### config.mk
export PLATFORM = sky130hd
export DESIGN_NAME = seq_kick_gate
export DESIGN_NICKNAME = d
export VERILOG_FILES = /design/src/rtl/seq_kick_gate.sv
export SDC_FILE = /design/constraint.sdc
export NUM_CORES = 1
export LEC_CHECK = 0
export BUFFER_PORTS_ARGS = -buffer_cell sky130_fd_sc_hd__buf_2
export CAP_MARGIN = 20
export CORE_AREA = 2 2 83 53
export CTS_CLUSTER_SIZE = 25
export DETAILED_ROUTE_END_ITERATION = 10
export DIE_AREA = 0 0 85 55
export HOLD_SLACK_MARGIN = 0.03
export PLACE_DENSITY = 0.76
export SLEW_MARGIN = 20
export SYNTH_ARGS = -nofsm -noshare
export SYNTH_HDL_FRONTEND = slang
export SYNTH_SLANG_ARGS = --single-unit
### constraint.sdc
create_clock -name clk -period 3.18 [get_ports clk]
set_input_delay 0.159 -clock clk [delete_from_list [all_inputs] [get_ports clk]]
set_output_delay 0.159 -clock clk [all_outputs]
set_load 0.05 [all_outputs]
### src/rtl/seq_kick_gate.sv
module seq_kick_gate #(
  parameter int W = 16,
  parameter logic [W-1:0] STEP = 16'h1111
) (
  input  logic clk,
  input  logic rst_n,
  input  logic advance_i,
  input  logic validate_i,
  input  logic health_ok_i,
  output logic kick_o,
  output logic seq_err_o,
  output logic health_err_o,
  output logic seq_fault_o
);

  logic [W-1:0] state_q, shadow_q;

  wire adv_only = advance_i & ~validate_i;
  wire val_only = validate_i & ~advance_i;
  wire both     = advance_i & validate_i;

  wire [W-1:0] shadow_step = shadow_q + STEP;
  wire         match       = (shadow_step == state_q);

  always_ff @(posedge clk) begin
    if (!rst_n) begin
      state_q      <= '0;
      shadow_q     <= '0;
      kick_o       <= 1'b0;
      seq_err_o    <= 1'b0;
      health_err_o <= 1'b0;
      seq_fault_o  <= 1'b0;
    end else begin
      kick_o       <= 1'b0;
      seq_err_o    <= 1'b0;
      health_err_o <= 1'b0;
      if (adv_only) state_q <= state_q + STEP;
      if (val_only) begin
        shadow_q <= shadow_step;
        if (!match) begin
          seq_err_o   <= 1'b1;
          seq_fault_o <= 1'b1;
        end else if (health_ok_i) begin
          kick_o <= 1'b1;
        end else begin
          health_err_o <= 1'b1;
        end
      end
      if (both) begin
        seq_err_o   <= 1'b1;
        seq_fault_o <= 1'b1;
      end
    end
  end

  assert_outputs_exclusive_R9: assert property (@(posedge clk) disable iff (!rst_n)
    $onehot0({kick_o, seq_err_o, health_err_o}));

  assert_kick_after_healthy_validate_R2: assert property (@(posedge clk) disable iff (!rst_n)
    kick_o |-> $past(validate_i && !advance_i && health_ok_i));

  assert_pulse_needs_validate_R9: assert property (@(posedge clk) disable iff (!rst_n)
    (seq_err_o || health_err_o) |-> $past(validate_i));

  assert_fault_sticky_R7: assert property (@(posedge clk) disable iff (!rst_n)
    seq_fault_o |=> seq_fault_o);

  assert_err_sets_fault_R7: assert property (@(posedge clk) disable iff (!rst_n)
    seq_err_o |-> seq_fault_o);

  assert_both_no_kick_R6: assert property (@(posedge clk) disable iff (!rst_n)
    (advance_i && validate_i) |=> (!kick_o && seq_err_o));

endmodule

* Word-level counts from Yosys, hierarchy flattened *
Index checks and enable logic that the tools add are counted.
Widths: inputs -> output; s select.

word-level totals
  output and inout port bits = 4
  bits in registers = 36

operators by class
  $add $sub $neg = 2
  multiplexer cells = 8
  equal/unequal tests = 2
  reduce and logical (&&, ||, !) cells = 3
  bitwise operators = 5

operators by type and width
  kind                    number
  $add 16x13->16 const B  2
  $eq 16x16->1            1
  $mux 1                  8
  $and 1x1->1             3
  $reduce_and 3->1        1
  $ne 2x2->1 const B      1
  $not 1->1               2
  $reduce_and 2->1        1
  $reduce_bool 2->1       1

* Longest topological paths before layout *
Gate-level depths: netlist of run 1.

  depth after elaboration = 5
  mapped depth = 7
  gate-level depth less buffers = 7

* Worst setup path before layout of run 1 *
No wires, ideal clock.

  kind = register to register
  from = register shadow_q[0]
  to = register seq_fault_o
  setup time = 126 ps
  data arrival time = 1939 ps
  period minus slack after synthesis = 2065 ps
  buffers on the path = 0
  required time = 3054 ps
  setup slack = 1115 ps
  cell stages (with the launch flop) = 8
  cells stage by stage = dfxtp_1 ha_1 a31o_4 a21oi_4 or3b_1 a211o_1 nor4_4 a31oi_1

on the way
  cells in the longest elaborated chain, start to end = 4

RTL lines
  what                               RTL line  RTL
  start: declaration                 16        logic [W-1:0] state_q, shadow_q;
  start signal: assignment           39        shadow_q <= shadow_step;
  $add 16x13->16                     22        wire [W-1:0] shadow_step = shadow_q + STEP;
  $eq 16x16->1                       23        wire match = (shadow_step == state_q);
  $ne 2x2->1 (no source line)        -
  $reduce_and 2->1 (no source line)  -
  end signal: assignment             32        seq_fault_o <= 1'b0;
  end signal: assignment             42        seq_fault_o <= 1'b1;
  end signal: assignment             51        seq_fault_o <= 1'b1;
  end: declaration                   13        output logic seq_fault_o

No other way between the ends.
A chain may end at the register's enable or synchronous reset.

* Worst setup path in the final report of run 1 *
  from = register shadow_q[0]
  to = register kick_o

on the way
  cells in the longest elaborated chain, start to end = 3

RTL lines
  what                               RTL line  RTL
  $add 16x13->16                     22
  $eq 16x16->1                       23
  $reduce_and 3->1 (no source line)  -
  end signal: assignment             29        kick_o <= 1'b0;
  end signal: assignment             34        kick_o <= 1'b0;
  end signal: assignment             44        kick_o <= 1'b1;
  end: declaration                   10        output logic kick_o,

No other way between the ends.

==> results.sh, run 1 <==
export IMPL_p_leak_nw=0.907
export IMPL_vias_per_cell=5.81
export IMPL_grt_max_degree=36
export IMPL_synth_cell_types=56
export IMPL_ctsResizeCount=0
export IMPL_grt_pass1_vias=1634
export IMPL_num_rows=18
export IMPL_synth_edff_count=0
export IMPL_end_kind="flop"
export IMPL_drc=0
export IMPL_syn_num_nets=272
export IMPL_postCtsSetupRepairBufs=0
export IMPL_initial_core_util_pct=57.8
export IMPL_wl_um=4830
export IMPL_cp_arrival_ns=2.52
export IMPL_clk_pin_slew_ns=0.07
export IMPL_htreeDepth=2
export IMPL_finalHoldViolations=0
export IMPL_power_density_nw_per_um2=425
export IMPL_crit_required_ns=3.38
export IMPL_maxCapViolCount=0
export IMPL_clkSinkCount=36
export IMPL_synth_ff_type="dfxtp_1"
export IMPL_critical_path_max_stage_delay_ns=0.47
export IMPL_cts_root_buf="clkbuf_8"
export IMPL_core_area_um2=3940
export IMPL_drv_slew=0
export IMPL_worstHoldPathType="primary input to flop"
export IMPL_drtPass1Iterations=4
export IMPL_slew_headroom_pct=58.2
export IMPL_grt_ovfl_total=0
export IMPL_fmax_mhz=431
export IMPL_start_kind="flop"
export IMPL_yosysMostFrequentCell="dfxtp_1"
export IMPL_grt_pass1_wl_um=7910
export IMPL_syn_instance_count=265
export IMPL_period_needed_ns=2.32
export IMPL_ir_drop_uv=342
export IMPL_final_antenna_net_count=0
export IMPL_cp_max_fo=6
export IMPL_antenna_found_initial=0
export IMPL_die_height_um=55
export IMPL_cts_tree="done"
export IMPL_track_usage_pct=22.4
export IMPL_yosysTopAreaCell="dfxtp_1"
export IMPL_period_share_pct=72.9
export IMPL_gp_congestion=0.917
export IMPL_wl_per_cell_um=15.5
export IMPL_rsz0062_at_grt="false"
export IMPL_die_x_um=85
export IMPL_ctsLongestPathBuffers=2
export IMPL_power_total_w=0.00102
export IMPL_synth_common_cells="36 x dfxtp_1, 35 x xnor2_1, 25 x nand2_1"
export IMPL_criticalPathCategory="flop to flop"
export IMPL_hold_buffers=0
export IMPL_critPathBufInv=0
export IMPL_synth_top_area_share_pct=31.6
export IMPL_drtIter0Drc=196
export IMPL_clk_latency_ns=0.29
export IMPL_crit_chain="ha_1 -> nand3_1 -> a22oi_1 -> nand4_1 -> a2111oi_1 -> nand4_1 -> nor4_2"
export IMPL_setup_tns_ns=0
export IMPL_nets=268
export IMPL_io_buffers=8
export IMPL_ys_warn_count=0
export IMPL_synthTopCellsByArea="dfxtp_1 32%, xnor2_1 13%, and2_1 6.6%"
export IMPL_dp_hpwl_um=3490
export IMPL_setup_viol=0
export IMPL_vias=1813
export IMPL_crit_top_cell="nand4_1"
export IMPL_syn_area_um2=2280
export IMPL_place_ws_ns=0.889
export IMPL_syn_avg_cell_area_um2=8.59
export IMPL_ios=9
export IMPL_synth_seq_cells=36
export IMPL_n_antenna_cell=0
export IMPL_synthArstFlopShare_pct=0
export IMPL_path_delay_family="simple AND/OR/NAND/NOR gates"
export IMPL_timing_worst_slew_pin_value_ns=0.626
export IMPL_cts_buffers=5
export IMPL_synthToLayoutAreaGrowth_pct=4.89
export IMPL_die_area_um2=4680
export IMPL_clock_skew_ns=0.00338
export IMPL_yosysSeqAreaShare_pct=31.6
export IMPL_drive_above_1_share_pct=11.5
export IMPL_cp_slowest_cell="dfxtp_1"
export IMPL_setup_slack_ns=0.862
export IMPL_status="completed"
==> report_power, final <==
part	switching [W]	total (W)	internal, W	leakage [nW]
clock network	0.000169	0.000401	0.000232	0.0541
logic	0.0000661	0.000122	0.0000562	0.560
registers	0.0000276	0.000493	0.000465	0.293
total	0.000262	0.00102	0.000753	0.907
==> path summary, 6_finish.rpt <==
check | from | endpoint | slack (ns) | depth (start not counted)
worst min register to register | seq_fault_o$_SDFFE_PN0P_ | seq_fault_o$_SDFFE_PN0P_ | 0.52 | 2
worst min-delay path | health_ok_i | kick_o$_SDFF_PN0_ | 0.17 | 3
worst max register to register | shadow_q[0]$_SDFFE_PN0P_ | kick_o$_SDFF_PN0_ | 0.86 | 7
worst max-delay path | shadow_q[0]$_SDFFE_PN0P_ | kick_o$_SDFF_PN0_ | 0.86 | 7
==> tightest hold or removal path: stages <==
cell and delay, ns:
buf_2 0.10, nand3_1 0.10, nor4_2 0.05
==> layout by cell type (no fill, tap or decap), types with 2 or more instances in the layout <==
master	count
a41oi_1	3
o21ai_0	9
a21oi_1	4
nor2b_1	4
a31oi_1	3
nand3b_1	4
nor4_1	2
ha_1	2
nand2b_1	2
and2_1	24
a21boi_0	8
nand3_1	12
or3_1	5
and3_1	4
and2_2	2
inv_1	2
nor3_1	4
nor2_1	10
nand4_1	4
xor2_1	10
a41o_1	3
dfxtp_1	36
buf_2	8
clkbuf_8	5
o211ai_1	3
nand2_1	25
xnor2_1	35
==> through the flow <==
stage / std cells / area (um^2) / utilization, % / hold WS, ns
3_5_place_dp: 304 / 2280 / 57.8 / 0.462
3_3_place_gp: 304 / 2280 / 57.8 / 0.441
2_1_floorplan: 265 / 2280 / - / 0.297
4_1_cts: 312 / 2390 / 60.6 / 0.165
5_1_grt: 312 / 2390 / 60.6 / 0.172
6_report: 312 / 2390 / 60.6 / 0.167
==> per-layer routing <==
metal	track usage [%]	wire, um
met1	31.5	2470
met3	5.04	369
met4	8.73	50
met5	0	0
met2	33.6	1950
==> area by class of cell <==
type                            count  area [um^2]
Inverter                            2         7.51
Multi-Input combinational cell    208         1450
Timing Repair Buffer                8         40.0
Sequential cell                    36          721
Clock buffer                        5         68.8
Fill cell                         359         1550
Clock inverter                      3         42.5
Tap cell                           50         62.6
==> cells by family (layout without fill, tap and decap cells) <==
kind of cell,after synthesis,in the layout,share of synthesized area [%]
muxes,2,2,0.934
xor gates and xnor gates,45,45,17.3
adders and majority gates,2,2,1.10
buffers and inverters,21,18,4.83
DFF,36,36,31.6
AOI/OAI and AO/OA,47,47,16.0
and+or+nand+nor,112,112,28.2
==> flip-flops by register name, indices dropped and copies added (netlist names) <==
signal / count
health_err_o: 1
kick_o: 1
seq_err_o: 1
seq_fault_o: 1
shadow_q: 16
state_q: 16
No activity file was read; power rests on OpenSTA's default activity.
==> run 2, diff against run 1 <==
--- a/config.mk
+++ b/config.mk
@@ -7,12 +7,12 @@
 export LEC_CHECK = 0
 export BUFFER_PORTS_ARGS = -buffer_cell sky130_fd_sc_hd__buf_2
 export CAP_MARGIN = 20
-export CORE_AREA = 2 2 83 53
+export CORE_AREA = 2 2 87 55
 export CTS_CLUSTER_SIZE = 25
 export DETAILED_ROUTE_END_ITERATION = 10
-export DIE_AREA = 0 0 85 55
+export DIE_AREA = 0 0 89 57
 export HOLD_SLACK_MARGIN = 0.03
-export PLACE_DENSITY = 0.76
+export PLACE_DENSITY = 0.73
 export SLEW_MARGIN = 20
 export SYNTH_ARGS = -nofsm -noshare
 export SYNTH_HDL_FRONTEND = slang
==> constraint.sdc (replaced) <==
create_clock -name clk -period 1.96 [get_ports clk]
set_input_delay 0.098 -clock clk [delete_from_list [all_inputs] [get_ports clk]]
set_output_delay 0.098 -clock clk [all_outputs]
set_load 0.05 [all_outputs]
==> results.sh, run 2 (synthesis results as in run 1) <==
export IMPL_intPower_w=0.00125
export IMPL_cts_tree="done"
export IMPL_dpl_cell_count=338
export IMPL_start_kind="flop"
export IMPL_period_needed_ns=1.96
export IMPL_final_area_um2=2610
export IMPL_die_area_um2=5070
export IMPL_wl_per_cell_um=14.4
export IMPL_dp_hpwl_um=3740
export IMPL_slew_headroom_pct=60.2
export IMPL_synthToLayoutAreaGrowth_pct=14.7
export IMPL_seq_area_um2=728
export IMPL_ir_drop_uv=332
export IMPL_wl_met3_um=496
export IMPL_power_density_nw_per_um2=650
export IMPL_die_height_um=57
export IMPL_fmax_mhz=510
export IMPL_switching_share_pct=26.5
export IMPL_finalHoldViolations=0
export IMPL_comb_power_share_pct=14.3
export IMPL_seqPwrFrac_pct=46.4
export IMPL_wl_met1_um=2570
export IMPL_clock_skew_ns=0.00511
export IMPL_nets=289
export IMPL_track_usage_pct=21.5
export IMPL_fill_cells=411
export IMPL_drive_above_1_share_pct=20.8
export IMPL_final_antenna_net_count=0
export IMPL_status="finished, violations left"
export IMPL_die_x_um=89
export IMPL_ctsLongestPathBuffers=2
export IMPL_initial_core_util_pct=52.1
export IMPL_clk_pin_slew_ns=0.08
export IMPL_place_area_um2=2460
export IMPL_drv_slew=0
export IMPL_timing_critical_path_from="shadow_q[1]$_SDFFE_PN0P_"
export IMPL_vias=1874
export IMPL_setup_viol=1
export IMPL_clk_latency_ns=0.29
export IMPL_final_cells=346
export IMPL_hold_buffers=0
export IMPL_io_buffers=8
export IMPL_cp_arrival_ns=2.14
export IMPL_period_share_pct=100
export IMPL_criticalPathCategory="flop to flop"
export IMPL_timing_reg2reg_setup_slack_ns=-0.002
export IMPL_grt_ovfl_total=0
export IMPL_rsz0062_at_grt="true"
export IMPL_reg_largest_list="shadow_q (16), state_q (16)"
export IMPL_wl_um=4980
export IMPL_whs_ns=0.0733
export IMPL_num_rows=19
export IMPL_p_switching_w=0.000450
export IMPL_gp_congestion=0.928
export IMPL_layout_common_cells="35 x xnor2_1, 32 x dfxtp_1, 25 x nand2_1, 24 x and2_1, 21 x buf_4"
export IMPL_core_area_um2=4370
export IMPL_cts_buffers=5
export IMPL_violations="setup timing"
export IMPL_n_antenna_cell=0
export IMPL_p_leak_nw=1.02
export IMPL_clock_power_share_pct=39.3
export IMPL_drtPass1Iterations=5
export IMPL_maxCapViolCount=0
export IMPL_grt_pass1_vias=1665
export IMPL_drc=0
export IMPL_crit_required_ns=2.14
export IMPL_timing_worst_slew_pin_value_ns=0.596
export IMPL_reg2reg_from="shadow_q[1]$_SDFFE_PN0P_"
export IMPL_postCtsSetupRepairBufs=0
export IMPL_multiInputGateArea_um2=1490
export IMPL_antenna_found_initial=0
export IMPL_setup_slack_ns=-0.00198
export IMPL_dr_wl_met2_um=1900
export IMPL_cp_max_fo=5
export IMPL_grt_pass1_wl_um=8300
export IMPL_worstHoldStart="health_ok_i"
export IMPL_clkSinkCount=36
export IMPL_cts_root_buf="clkbuf_8"
export IMPL_htreeDepth=2
export IMPL_worstHoldPathType="primary input to flop"
export IMPL_end_kind="flop"
export IMPL_drtIter0Drc=239
export IMPL_ios=9
export IMPL_power_total_w=0.00170
export IMPL_grt_max_degree=36
export IMPL_vias_per_cell=5.42
export IMPL_dr_max_layer_used="met4"
export IMPL_final_common_cell="xnor2_1"
[run 2: per-layer routing]
layer / GRT usage (%) / vias up
met5: 0 / -
met4: 3.84 / 0
met3: 5.07 / 2
met2: 27.9 / 69
met1: 35.7 / 852
li1: - / 951
[run 2: worst paths after layout]
path,end,cells after the start
setup / recovery,seq_fault_o$_SDFFE_PN0P_,7
hold / removal,kick_o$_SDFF_PN0_,3
setup reg to reg,seq_fault_o$_SDFFE_PN0P_,7
hold reg to reg,seq_fault_o$_SDFFE_PN0P_,2
[run 2: metrics by stage]
step,util (%),TNS [ns],setup slack [ns]
2_1_floorplan,-,0,0.0163
3_3_place_gp,56.4,-0.111,-0.0556
3_5_place_dp,56.4,-0.235,-0.0969
4_1_cts,59.3,0,0.0000495
5_1_grt,59.7,-0.435,-0.142
6_report,59.7,-0.00198,-0.00198
[run 2: layout make-up]
| type | instances | share of cell area [%] |
|---|---|---|
| repair buffers | 29 | 7.57 |
| flip-flops and latches | 36 | 27.9 |
| multi-input cells | 208 | 57.0 |
| inverters | 2 | 0.287 |
| clock inverters | 3 | 1.63 |
| clock buffers | 5 | 2.64 |
| well taps | 63 | 3.02 |
[run 2: critical path, cell delays in order, from the launching register on]
cell and delay (ns):
dfxtp_2 0.34, buf_4 0.14, a41o_1 0.27, a21o_1 0.19
and3_1 0.19, or2_2 0.30, nor4_4 0.30, a31oi_1 0.11
[run 2: timing repair]
action                     4_1_cts  5_1_grt
pin swaps                        2        9
setup endpoints to repair        4        5
gates cloned                     0        0
gates resized for setup          6        2
[run 2: power by group through the flow]
| stage | sequential [W] | combinational (W) | clock [W] |
|---|---|---|---|
| global route | 0.000792 | 0.000269 | 0.000716 |
| finish | 0.000789 | 0.000242 | 0.000667 |
| floorplan | 0.000801 | 0.000170 | 0 |
| CTS | 0.000788 | 0.000239 | 0.000686 |
| detailed placement | 0.000806 | 0.000237 | 0 |
| global placement | 0.000805 | 0.000235 | 0 |
